$ cat config.mk
export PLATFORM = sky130hd
export DESIGN_NAME = usart_spim_engine
export DESIGN_NICKNAME = d
export VERILOG_FILES = /design/src/rtl/uspim_pkg.sv /design/src/rtl/uspim_clkdiv.sv /design/src/rtl/uspim_shifter.sv /design/src/rtl/uspim_rxq.sv /design/src/rtl/usart_spim_engine.sv
export SDC_FILE = /design/constraint.sdc
export NUM_CORES = 1
export LEC_CHECK = 0
export BUFFER_PORTS_ARGS = -buffer_cell sky130_fd_sc_hd__clkbuf_2
export CAP_MARGIN = 5
export CORE_ASPECT_RATIO = 0.9
export CORE_MARGIN = 3
export CORE_UTILIZATION = 50
export DETAILED_ROUTE_END_ITERATION = 8
export PLACE_DENSITY = 0.68
export SLEW_MARGIN = 20
export SYNTH_ARGS = -nofsm -noshare
export SYNTH_HDL_FRONTEND = slang
export SYNTH_SLANG_ARGS = --single-unit
$ cat constraint.sdc
create_clock -name clk -period 2.8 [get_ports clk]
set_clock_uncertainty 0.15 [all_clocks]
set_input_delay 0.42 -clock clk [delete_from_list [all_inputs] [get_ports clk]]
set_output_delay 0.42 -clock clk [all_outputs]
set_load 0.02 [all_outputs]
$ cat src/rtl/uspim_pkg.sv
package uspim_pkg;

  typedef struct packed {
    logic cpol;
    logic cpha;
    logic lsb_first;
  } uspim_mode_t;

endpackage

$ cat src/rtl/uspim_clkdiv.sv
module uspim_clkdiv #(
  parameter int DIV_W = 12
) (
  input  logic             clk,
  input  logic             rst,
  input  logic             run,
  input  logic [DIV_W-1:0] div,
  output logic             tick
);

  logic [DIV_W-1:0] cnt;

  always_ff @(posedge clk) begin
    if (rst || !run) begin
      cnt <= '0;
    end else if (cnt == div) begin
      cnt <= '0;
    end else begin
      cnt <= cnt + 1'b1;
    end
  end

  assign tick = run && (cnt == div);

  // half-period ticks are separated by div+1 clocks
  AST_TICK_SPACED: assert property (@(posedge clk) disable iff (rst)
    (tick && div != '0) |=> (!tick || div == '0));

endmodule

$ cat src/rtl/uspim_shifter.sv
module uspim_shifter
  import uspim_pkg::*;
#(
  parameter int FRAME_BITS = 8
) (
  input  logic                  clk,
  input  logic                  rst,
  input  logic                  tx_en,
  input  uspim_mode_t           mode,
  input  logic                  start,
  input  logic [FRAME_BITS-1:0] start_data,
  input  logic                  tick,
  input  logic                  miso,
  output logic                  busy,
  output logic                  sck,
  output logic                  mosi,
  output logic                  done,
  output logic [FRAME_BITS-1:0] rx_byte
);

  localparam int EDGES = 2 * FRAME_BITS;
  localparam int HW    = $clog2(EDGES);
  localparam logic [HW-1:0] LAST_EDGE = HW'(EDGES - 1);

  logic                  busy_q;
  logic                  sck_q;
  logic                  done_q;
  logic [HW-1:0]         edge_idx;
  logic [FRAME_BITS-1:0] tx_sh;
  logic [FRAME_BITS-1:0] rx_sh;
  logic [FRAME_BITS-1:0] rx_q;

  logic                  samp_edge;
  logic                  shift_edge;
  logic                  out_bit;
  logic [FRAME_BITS-1:0] tx_next;
  logic [FRAME_BITS-1:0] rx_next;
  logic [FRAME_BITS-1:0] rx_cap;

  // even edge index = leading edge; phase picks sample vs. change
  assign samp_edge  = (edge_idx[0] == mode.cpha);
  assign shift_edge = (edge_idx[0] != mode.cpha) && (edge_idx != '0) && (edge_idx != LAST_EDGE);

  always_comb begin
    if (mode.lsb_first) begin
      out_bit = tx_sh[0];
      tx_next = {1'b0, tx_sh[FRAME_BITS-1:1]};
      rx_next = {miso, rx_sh[FRAME_BITS-1:1]};
    end else begin
      out_bit = tx_sh[FRAME_BITS-1];
      tx_next = {tx_sh[FRAME_BITS-2:0], 1'b0};
      rx_next = {rx_sh[FRAME_BITS-2:0], miso};
    end
    rx_cap = samp_edge ? rx_next : rx_sh;
  end

  always_ff @(posedge clk) begin
    if (rst) begin
      busy_q   <= 1'b0;
      sck_q    <= 1'b0;
      done_q   <= 1'b0;
      edge_idx <= '0;
      tx_sh    <= '0;
      rx_sh    <= '0;
      rx_q     <= '0;
    end else begin
      done_q <= 1'b0;
      if (!tx_en) begin
        busy_q   <= 1'b0;
        edge_idx <= '0;
        sck_q    <= mode.cpol;
      end else if (!busy_q) begin
        sck_q <= mode.cpol;
        if (start) begin
          busy_q   <= 1'b1;
          edge_idx <= '0;
          tx_sh    <= start_data;
        end
      end else if (tick) begin
        sck_q <= ~sck_q;
        rx_sh <= rx_cap;
        if (shift_edge) begin
          tx_sh <= tx_next;
        end
        if (edge_idx == LAST_EDGE) begin
          busy_q   <= 1'b0;
          edge_idx <= '0;
          done_q   <= 1'b1;
          rx_q     <= rx_cap;
        end else begin
          edge_idx <= edge_idx + 1'b1;
        end
      end
    end
  end

  assign busy    = busy_q;
  assign sck     = sck_q;
  assign mosi    = tx_en ? out_bit : 1'b1;
  assign done    = done_q;
  assign rx_byte = rx_q;

  AST_SCK_IDLE_WHEN_OFF: assert property (@(posedge clk) disable iff (rst)
    !tx_en |=> (sck == $past(mode.cpol)));

  AST_DONE_SINGLE: assert property (@(posedge clk) disable iff (rst)
    done |=> !done);

  AST_BUSY_NEEDS_TX: assert property (@(posedge clk) disable iff (rst)
    busy |-> $past(tx_en));

endmodule

$ cat src/rtl/uspim_rxq.sv
module uspim_rxq #(
  parameter int W     = 8,
  parameter int DEPTH = 2
) (
  input  logic         clk,
  input  logic         rst,
  input  logic         push,
  input  logic [W-1:0] in_data,
  input  logic         rd,
  output logic [W-1:0] out_data,
  output logic         ready,
  output logic         overrun
);

  localparam int AW = (DEPTH > 1) ? $clog2(DEPTH) : 1;
  localparam int CW = $clog2(DEPTH + 1);
  localparam logic [CW-1:0] FULL_CNT = CW'(DEPTH);
  localparam logic [AW-1:0] LAST_PTR = AW'(DEPTH - 1);

  logic [W-1:0]  mem [DEPTH];
  logic [AW-1:0] wptr, rptr, wptr_inc, rptr_inc;
  logic [CW-1:0] count;
  logic [W-1:0]  hold;
  logic          hold_v;
  logic          ovr_q;

  logic          pop;
  logic          wr_fifo;
  logic [W-1:0]  wr_val;
  logic [W-1:0]  hold_n;
  logic          hold_vn;
  logic          lost;

  generate
    if ((1 << AW) == DEPTH) begin : g_pow2
      assign wptr_inc = wptr + 1'b1;
      assign rptr_inc = rptr + 1'b1;
    end else begin : g_wrap
      assign wptr_inc = (wptr == LAST_PTR) ? '0 : wptr + 1'b1;
      assign rptr_inc = (rptr == LAST_PTR) ? '0 : rptr + 1'b1;
    end
  endgenerate

  assign pop = rd && (count != '0);

  always_comb begin
    wr_fifo = 1'b0;
    wr_val  = in_data;
    hold_n  = hold;
    hold_vn = hold_v;
    lost    = 1'b0;
    if (pop && hold_v) begin
      wr_fifo = 1'b1;
      wr_val  = hold;
      hold_vn = push;
      if (push) begin
        hold_n = in_data;
      end
    end else if (push) begin
      if (hold_v) begin
        hold_n = in_data;
        lost   = 1'b1;
      end else if (count == FULL_CNT && !pop) begin
        hold_n  = in_data;
        hold_vn = 1'b1;
      end else begin
        wr_fifo = 1'b1;
      end
    end
  end

  always_ff @(posedge clk) begin
    if (wr_fifo) begin
      mem[wptr] <= wr_val;
    end
  end

  always_ff @(posedge clk) begin
    if (rst) begin
      wptr   <= '0;
      rptr   <= '0;
      count  <= '0;
      hold   <= '0;
      hold_v <= 1'b0;
      ovr_q  <= 1'b0;
    end else begin
      if (wr_fifo) wptr <= wptr_inc;
      if (pop)     rptr <= rptr_inc;
      count  <= count + CW'(wr_fifo) - CW'(pop);
      hold   <= hold_n;
      hold_v <= hold_vn;
      if (lost) begin
        ovr_q <= 1'b1;
      end else if (pop) begin
        ovr_q <= 1'b0;
      end
    end
  end

  assign out_data = mem[rptr];
  assign ready    = (count != '0);
  assign overrun  = ovr_q;

  AST_COUNT_BOUND: assert property (@(posedge clk) disable iff (rst)
    count <= FULL_CNT);

  AST_HOLD_ONLY_FULL: assert property (@(posedge clk) disable iff (rst)
    hold_v |-> (count == FULL_CNT));

  AST_OVR_RISE_ON_FRAME: assert property (@(posedge clk) disable iff (rst)
    $rose(overrun) |-> $past(push));

  AST_OVR_FALL_ON_READ: assert property (@(posedge clk) disable iff (rst)
    $fell(overrun) |-> $past(rd));

endmodule

$ cat src/rtl/usart_spim_engine.sv
module usart_spim_engine
  import uspim_pkg::*;
#(
  parameter int FRAME_BITS = 8,
  parameter int DIV_W      = 12,
  parameter int RXQ_DEPTH  = 2
) (
  input  logic                  clk,
  input  logic                  rst,
  input  logic                  tx_en,
  input  logic                  rx_en,
  input  logic                  cpol,
  input  logic                  cpha,
  input  logic                  lsb_first,
  input  logic [DIV_W-1:0]      div,
  input  logic                  wr_en,
  input  logic [FRAME_BITS-1:0] wr_data,
  input  logic                  rd_en,
  output logic [FRAME_BITS-1:0] rd_data,
  output logic                  tx_empty,
  output logic                  rx_ready,
  output logic                  rx_overrun,
  output logic                  sck,
  output logic                  mosi,
  input  logic                  miso
);

  uspim_mode_t           mode;
  logic                  txb_v;
  logic [FRAME_BITS-1:0] txb;
  logic                  busy;
  logic                  start;
  logic                  tick;
  logic                  done;
  logic [FRAME_BITS-1:0] rx_byte;

  assign mode = '{cpol: cpol, cpha: cpha, lsb_first: lsb_first};

  // transmit buffer: one entry, refilled only while empty
  assign start = tx_en && !busy && txb_v;

  always_ff @(posedge clk) begin
    if (rst) begin
      txb_v <= 1'b0;
      txb   <= '0;
    end else begin
      if (start) begin
        txb_v <= 1'b0;
      end
      if (wr_en && !txb_v) begin
        txb_v <= 1'b1;
        txb   <= wr_data;
      end
    end
  end

  assign tx_empty = !txb_v;

  uspim_clkdiv #(
    .DIV_W (DIV_W)
  ) u_clkdiv (
    .clk  (clk),
    .rst  (rst),
    .run  (busy && tx_en),
    .div  (div),
    .tick (tick)
  );

  uspim_shifter #(
    .FRAME_BITS (FRAME_BITS)
  ) u_shifter (
    .clk        (clk),
    .rst        (rst),
    .tx_en      (tx_en),
    .mode       (mode),
    .start      (start),
    .start_data (txb),
    .tick       (tick),
    .miso       (miso),
    .busy       (busy),
    .sck        (sck),
    .mosi       (mosi),
    .done       (done),
    .rx_byte    (rx_byte)
  );

  uspim_rxq #(
    .W     (FRAME_BITS),
    .DEPTH (RXQ_DEPTH)
  ) u_rxq (
    .clk      (clk),
    .rst      (rst),
    .push     (done && rx_en),
    .in_data  (rx_byte),
    .rd       (rd_en),
    .out_data (rd_data),
    .ready    (rx_ready),
    .overrun  (rx_overrun)
  );

  AST_LOAD_FREES_BUFFER: assert property (@(posedge clk) disable iff (rst)
    start |=> tx_empty);

  AST_FULL_WRITE_IGNORED: assert property (@(posedge clk) disable iff (rst)
    (!tx_empty && !start) |=> (!tx_empty && $stable(txb)));

  AST_NO_STORE_RX_OFF: assert property (@(posedge clk) disable iff (rst)
    (!rx_en && !rx_ready) |=> !rx_ready);

endmodule

# Word level (Yosys, flattened, before mapping)
# Memories as Yosys holds them, arrays and structs flattened. A register that Yosys moved wholly into a read port is not among the register bits.
# Cells that the tools add are included.
# W data, S select, Z words.
[word_totals]
word_cells = 113
output_inout_bits = 13
ff_bits = 66
ram_bits = 16
mem_count = 1
[op_classes]
n_bitwise = 4
muxes = 46
add_sub_neg = 6
n_reduce_logical = 31
eq_ne = 9
[mem_list]
columns = ["memory", "depth", "width", "read_ports", "rd_clocked_by_memory_dff", "write_ports", "line_no", "rtl"]
rows = [
  ["u_rxq.mem", 2, 8, 1, 1, 1, "uspim_rxq.sv:20", "logic [W-1:0] mem [DEPTH];"],
]
[ops]
columns = ["cell", "count"]
rows = [
  ["$mux W8", 13],
  ["$mux W1", 29],
  ["$mux W4", 4],
  ["$add A12 B1 Y12 const B", 1],
  ["$eq A12 B12 Y1", 1],
  ["$logic_and A1 B1 Y1", 11],
  ["$reduce_bool A2 Y1", 5],
  ["$reduce_and A4 Y1", 2],
  ["$add A4 B1 Y4 const B", 1],
  ["$eq A4 B4 Y1 const B", 1],
  ["$logic_not A1 Y1", 4],
  ["$ne A2 B2 Y1 const B", 2],
  ["$ne A4 B4 Y1 const B", 1],
  ["$not A1 Y1", 4],
  ["$reduce_and A2 Y1", 2],
  ["$reduce_bool A4 Y1", 1],
  ["$reduce_or A2 Y1", 2],
  ["$reduce_or A4 Y1", 1],
  ["$ne A3 B3 Y1 const B", 1],
  ["$reduce_and A3 Y1", 1],
  ["$reduce_bool A3 Y1", 1],
  ["$add A1 B1 Y1 const B", 2],
  ["$add A2 B1 Y2", 1],
  ["$eq A2 B2 Y1 const B", 1],
  ["4 further kinds", 4],
]

# Longest topological paths before layout
[depth]
ltp_word = 10
ltp_mapped = 9
mapped_depth_nobuf = 9

# Cells and area by module
# Synthesis repeated with hierarchy kept, for this count alone.
[unflattened]
hier_cells = 404
hier_area_um2 = 4082.7
[by_module_without_submodules]
columns = ["mod", "area_each_um2", "instances", "seq_area_each_um2", "cells_each"]
rows = [
  ["uspim_shifter", 1560.2, 1, 620.6, 183],
  ["uspim_rxq", 1407.6, 1, 780.7, 106],
  ["uspim_clkdiv", 686.9, 1, 240.2, 73],
  ["usart_spim_engine", 427.9, 1, 180.2, 42],
]

# Least setup slack after synthesis
# OpenSTA, ideal clock, no wires.
[synth_timing]
path_kind = "register to register"
from = "reg u_shifter.edge_idx[0]"
to = "reg u_shifter.tx_sh[7]"
period_less_slack_ps = 2039
slack_ps = 761
required_time_ps = 2513
t_arrival_ps = 1752
path_stages_with_launch = 9
path_buffers = 1
path_cell_list = "dfxtp_1 > inv_1 > ha_1 > or3b_2 > nand4_1 > or4_4 > buf_6 > mux2i_1 > o221ai_1"
[synth_via]
elab_chain_len = 5
elab_cells_between_ends = 7
classes_between = "eq/ne: 3; reduce/logical: 4"
[synth_lines]
columns = ["element", "line_no", "rtl"]
rows = [
  ["start, declared", "uspim_shifter.sv:28", "logic [HW-1:0] edge_idx;"],
  ["start signal, assigned", "uspim_shifter.sv:91", "edge_idx <= edge_idx + 1'b1;"],
  ["$reduce_bool A4 Y1 / $ne A1 B1 Y1 (equally long branches)", "uspim_shifter.sv:42", "assign shift_edge = (edge_idx[0] != mode.cpha) && (edge_idx != '0) && (edge_idx != LAST_EDGE);"],
  ["$logic_and A1 B1 Y1", "uspim_shifter.sv:42", ""],
  ["$logic_and A1 B1 Y1 *", "uspim_shifter.sv:42", ""],
  ["$ne A2 B2 Y1 (no line) *", "-", ""],
  ["$reduce_and A4 Y1 (no line) *", "-", ""],
  ["end signal, assigned", "uspim_shifter.sv:77", "tx_sh <= start_data;"],
  ["end signal, assigned", "uspim_shifter.sv:83", "tx_sh <= tx_next;"],
  ["end, declared", "uspim_shifter.sv:29", "logic [FRAME_BITS-1:0] tx_sh;"],
]
# Mark *: on every way between the ends. The rest lies on a longest branch, timed or not.
# A chain may end at the register's enable or synchronous reset.

# Final worst setup path
[layout_timing]
from = "reg u_shifter.edge_idx[0]"
to = "reg u_shifter.tx_sh[3]"
# The elaborated chain is that of the path after synthesis.

==> impl_metrics.ini <==
[min_path]
hp-class = in2reg
hold_end = txb[6]
hold-path-cell-count = 3
min_from = wr_data[6]

[timing]
worst_slew_pin_slew_ns = 0.568
timing.fmax_mhz = 444
post-route-period-util_pct = 80.4
post-route-min-period_ns = 2.25
holdWs_ns = 0.147
rsz0062_at_grt = no
fin_setup_tns_ns = 0
slew_headroom_pct = 62.1
setup_viol = 0
setup_ws_ns = 0.548
hold_viol_final = 0
slew_viol_final = 0

[die]
fp.dieArea_mm2 = 0.00908
io_pins = 43
die_y_um = 90.7
rows = 30
start_util_pct = 52.0
core_mm2 = 0.00766
die_x_um = 100

[clock_tree]
cts_tree = done
clock_sinks = 83
cts_max_level = 3
root_buffer = clkbuf_8
holdBufCountCts = 0
cts_buffers = 9
cts_setup_buffers = 0
clk_pin_slew_ns = 0.09
post_cts_resize_count = 0
insertion_delay_ns = 0.36
clock_path_buffers = 2

[grt]
grt_pass1_vias = 2867
grt_max_degree = 34
grt_first_pass_wirelength_um = 13600
antenna_found_initial = 0
gr-usage-all-layers_pct = 18.4
gr-total-overflow = 0

[logic_synthesis]
synth_edf_count = 16
syn_inst = 411
synth_cell_types = 45
synth.yosys.warnings = 0
avgSynthCellArea_um2 = 9.70
syn-num-nets = 446
synth_seq_area_share_pct = 45.7
synth_top_area_share_pct = 33.7
synth_ff_type = dfxtp_1
async_reset_ff_share_pct = 0
synth_top_cell_by_area = dfxtp_1
netlist_area_mm2 = 0.00399
synth_area_leaders = dfxtp_1 34%, edfxtp_1 12%, mux2i_1 11%
ys_ff_latch = 83

[worst_setup_path]
reg2reg_to = u_shifter.tx_sh[3]
r2r_cells = 7
worst-path-stages = 7
cp_slowest_cell = or4_4
worstSetupStartpoint = u_shifter.edge_idx[0]
criticalPathCategory = reg2reg
path_cells = inv_1 -> ha_1 -> or3b_2 -> nand4_1 -> or4_4 -> a2111oi_0 -> a211o_1
crit_arrival_ns = 2.41
regToRegSetupSlack_ns = 0.55
critical_path_buf_inv_count = 1
slowest_delay_ns = 0.55
cp.required_ns = 2.95
critical-path-top-delay-family = simple AND/OR/NAND/NOR gates
r2r-start = u_shifter.edge_idx[0]
endpoint_kind = flop
cp-start-kind = flop
path_max_fanout = 14

[routing]
drt_iter0_drc = 112
ant_nets = 0
drc = 0
wl_per_cell_um = 14.1
vias_per_cell = 5.41
dr.pass1.iters = 4
totalWireLength_um = 7820
vias = 2993

[cells_and_area]
final_cell_mix = 67 x dfxtp_1, 60 x nor2_1, 42 x mux2i_1, 42 x clkbuf_2, 25 x nand2_1
nets = 487
drive_above_1_share_pct = 20.6
num_antenna_cells = 0
fin_util_pct = 58.8
area_growth_pct = 12.9
fin_area_mm2 = 0.00450
final_common_cell = dfxtp_1

[outcome]
status = complete, no violations

[placed_design]
gp_congestion = 0.814
dpl_cell_area_mm2 = 0.00431
port_buffers = 42
dp_hpwl_um = 5550
dp_slack_ns = 0.491

[power_and_ir_drop]
leakage_nw = 1.74
vdd_drop_max_v = 0.000231
p_per_area_mw_per_mm2 = 507

[run]
drv_cap = 0
stage by stage:
step	instances	power (mW)
2_1_floorplan	411	1.42
4_1_cts	552	2.31
6_report	553	2.28
5_1_grt	553	2.38
3_5_place_dp	536	1.49
3_3_place_gp	536	1.48
layout make-up:
| cell class | instances | area (µm²) |
|---|---|---|
| multi-input combinational | 296 | 2040 |
| timing repair buffer | 55 | 308 |
| clock buffer | 9 | 124 |
| sequential | 83 | 1820 |
| inverter | 7 | 26.3 |
| fill | 689 | 3160 |
| clock inverter | 7 | 63.8 |
| tap | 96 | 120 |
worst max-delay path by stage:
stage	end	slack (ns)
final	u_shifter.tx_sh[3]	0.55
after global routing	u_shifter.tx_sh[4]	0.40
after CTS	u_shifter.tx_sh[1]	0.55
after detailed placement	u_shifter.tx_sh[1]	0.49
after global placement	u_shifter.tx_sh[1]	0.56
after floorplan	u_shifter.tx_sh[7]	0.76
where the power goes:
group          leakage [nW]  switching, mW  internal, mW
Clock                0.0907          0.480         0.344
Combinational          1.00          0.114        0.0873
Sequential            0.652         0.0222          1.24
cell families after synthesis:
family / Yosys count / synth area share [%]
simple gates: 153 / 18.6
mux: 58 / 15.1
fa+ha+maj: 5 / 1.57
buf+inv: 32 / 3.33
xor+xnor: 28 / 6.34
compound gates: 52 / 9.42
flops: 83 / 45.7
cells in the mapped netlist, types with 2 or more instances:
library cell   n
xor2_1        10
xnor2_1       17
nor4_1         3
a211o_1        6
a31oi_1        2
nand2_1       25
inv_1          7
and3_1         4
nand4_1        7
mux2_2        16
nor2b_1        6
a2111oi_0      4
nand3_1       19
and4_1         2
o21ai_0       17
edfxtp_1      16
o221ai_1       2
dfxtp_1       67
nor2_1        60
buf_2          4
a21oi_1       12
nor3_1         4
ha_1           5
clkbuf_1      17
or4_1          7
mux2i_1       42
nand2b_1       9
buf_1          3
a2111oi_4      2
registers in the layout (all words and copies together), names as in the netlist, named ones only:
signal              count
u_rxq.mem              16
u_clkdiv.cnt           12
txb                     8
u_rxq.hold              8
u_shifter.rx_byte       8
u_shifter.rx_sh         8
u_shifter.tx_sh         8
u_shifter.edge_idx      4
u_rxq.count             2
txb_v                   1
u_rxq.hold_v            1
u_rxq.overrun           1
u_rxq.rptr              1
u_rxq.wptr              1
u_shifter.busy          1
u_shifter.done          1
u_shifter.sck           1
tightest hold or removal path: stages:
cell and delay [ns]:
clkbuf_2 0.07, mux2i_1 0.05, nor2_1 0.07
layer usage:
metal  wire length (µm)  vias up  part of all wire, %  track usage (%)
li1                   -     1536                    -                -
met1               3770     1391                   48             25.2
met2               3570       62                   46             28.3
met3                407        4                  5.2             5.25
met4                 75        0                 0.96             5.39
met5                  0        -                    0                0
(Power assumes the default switching activity.)
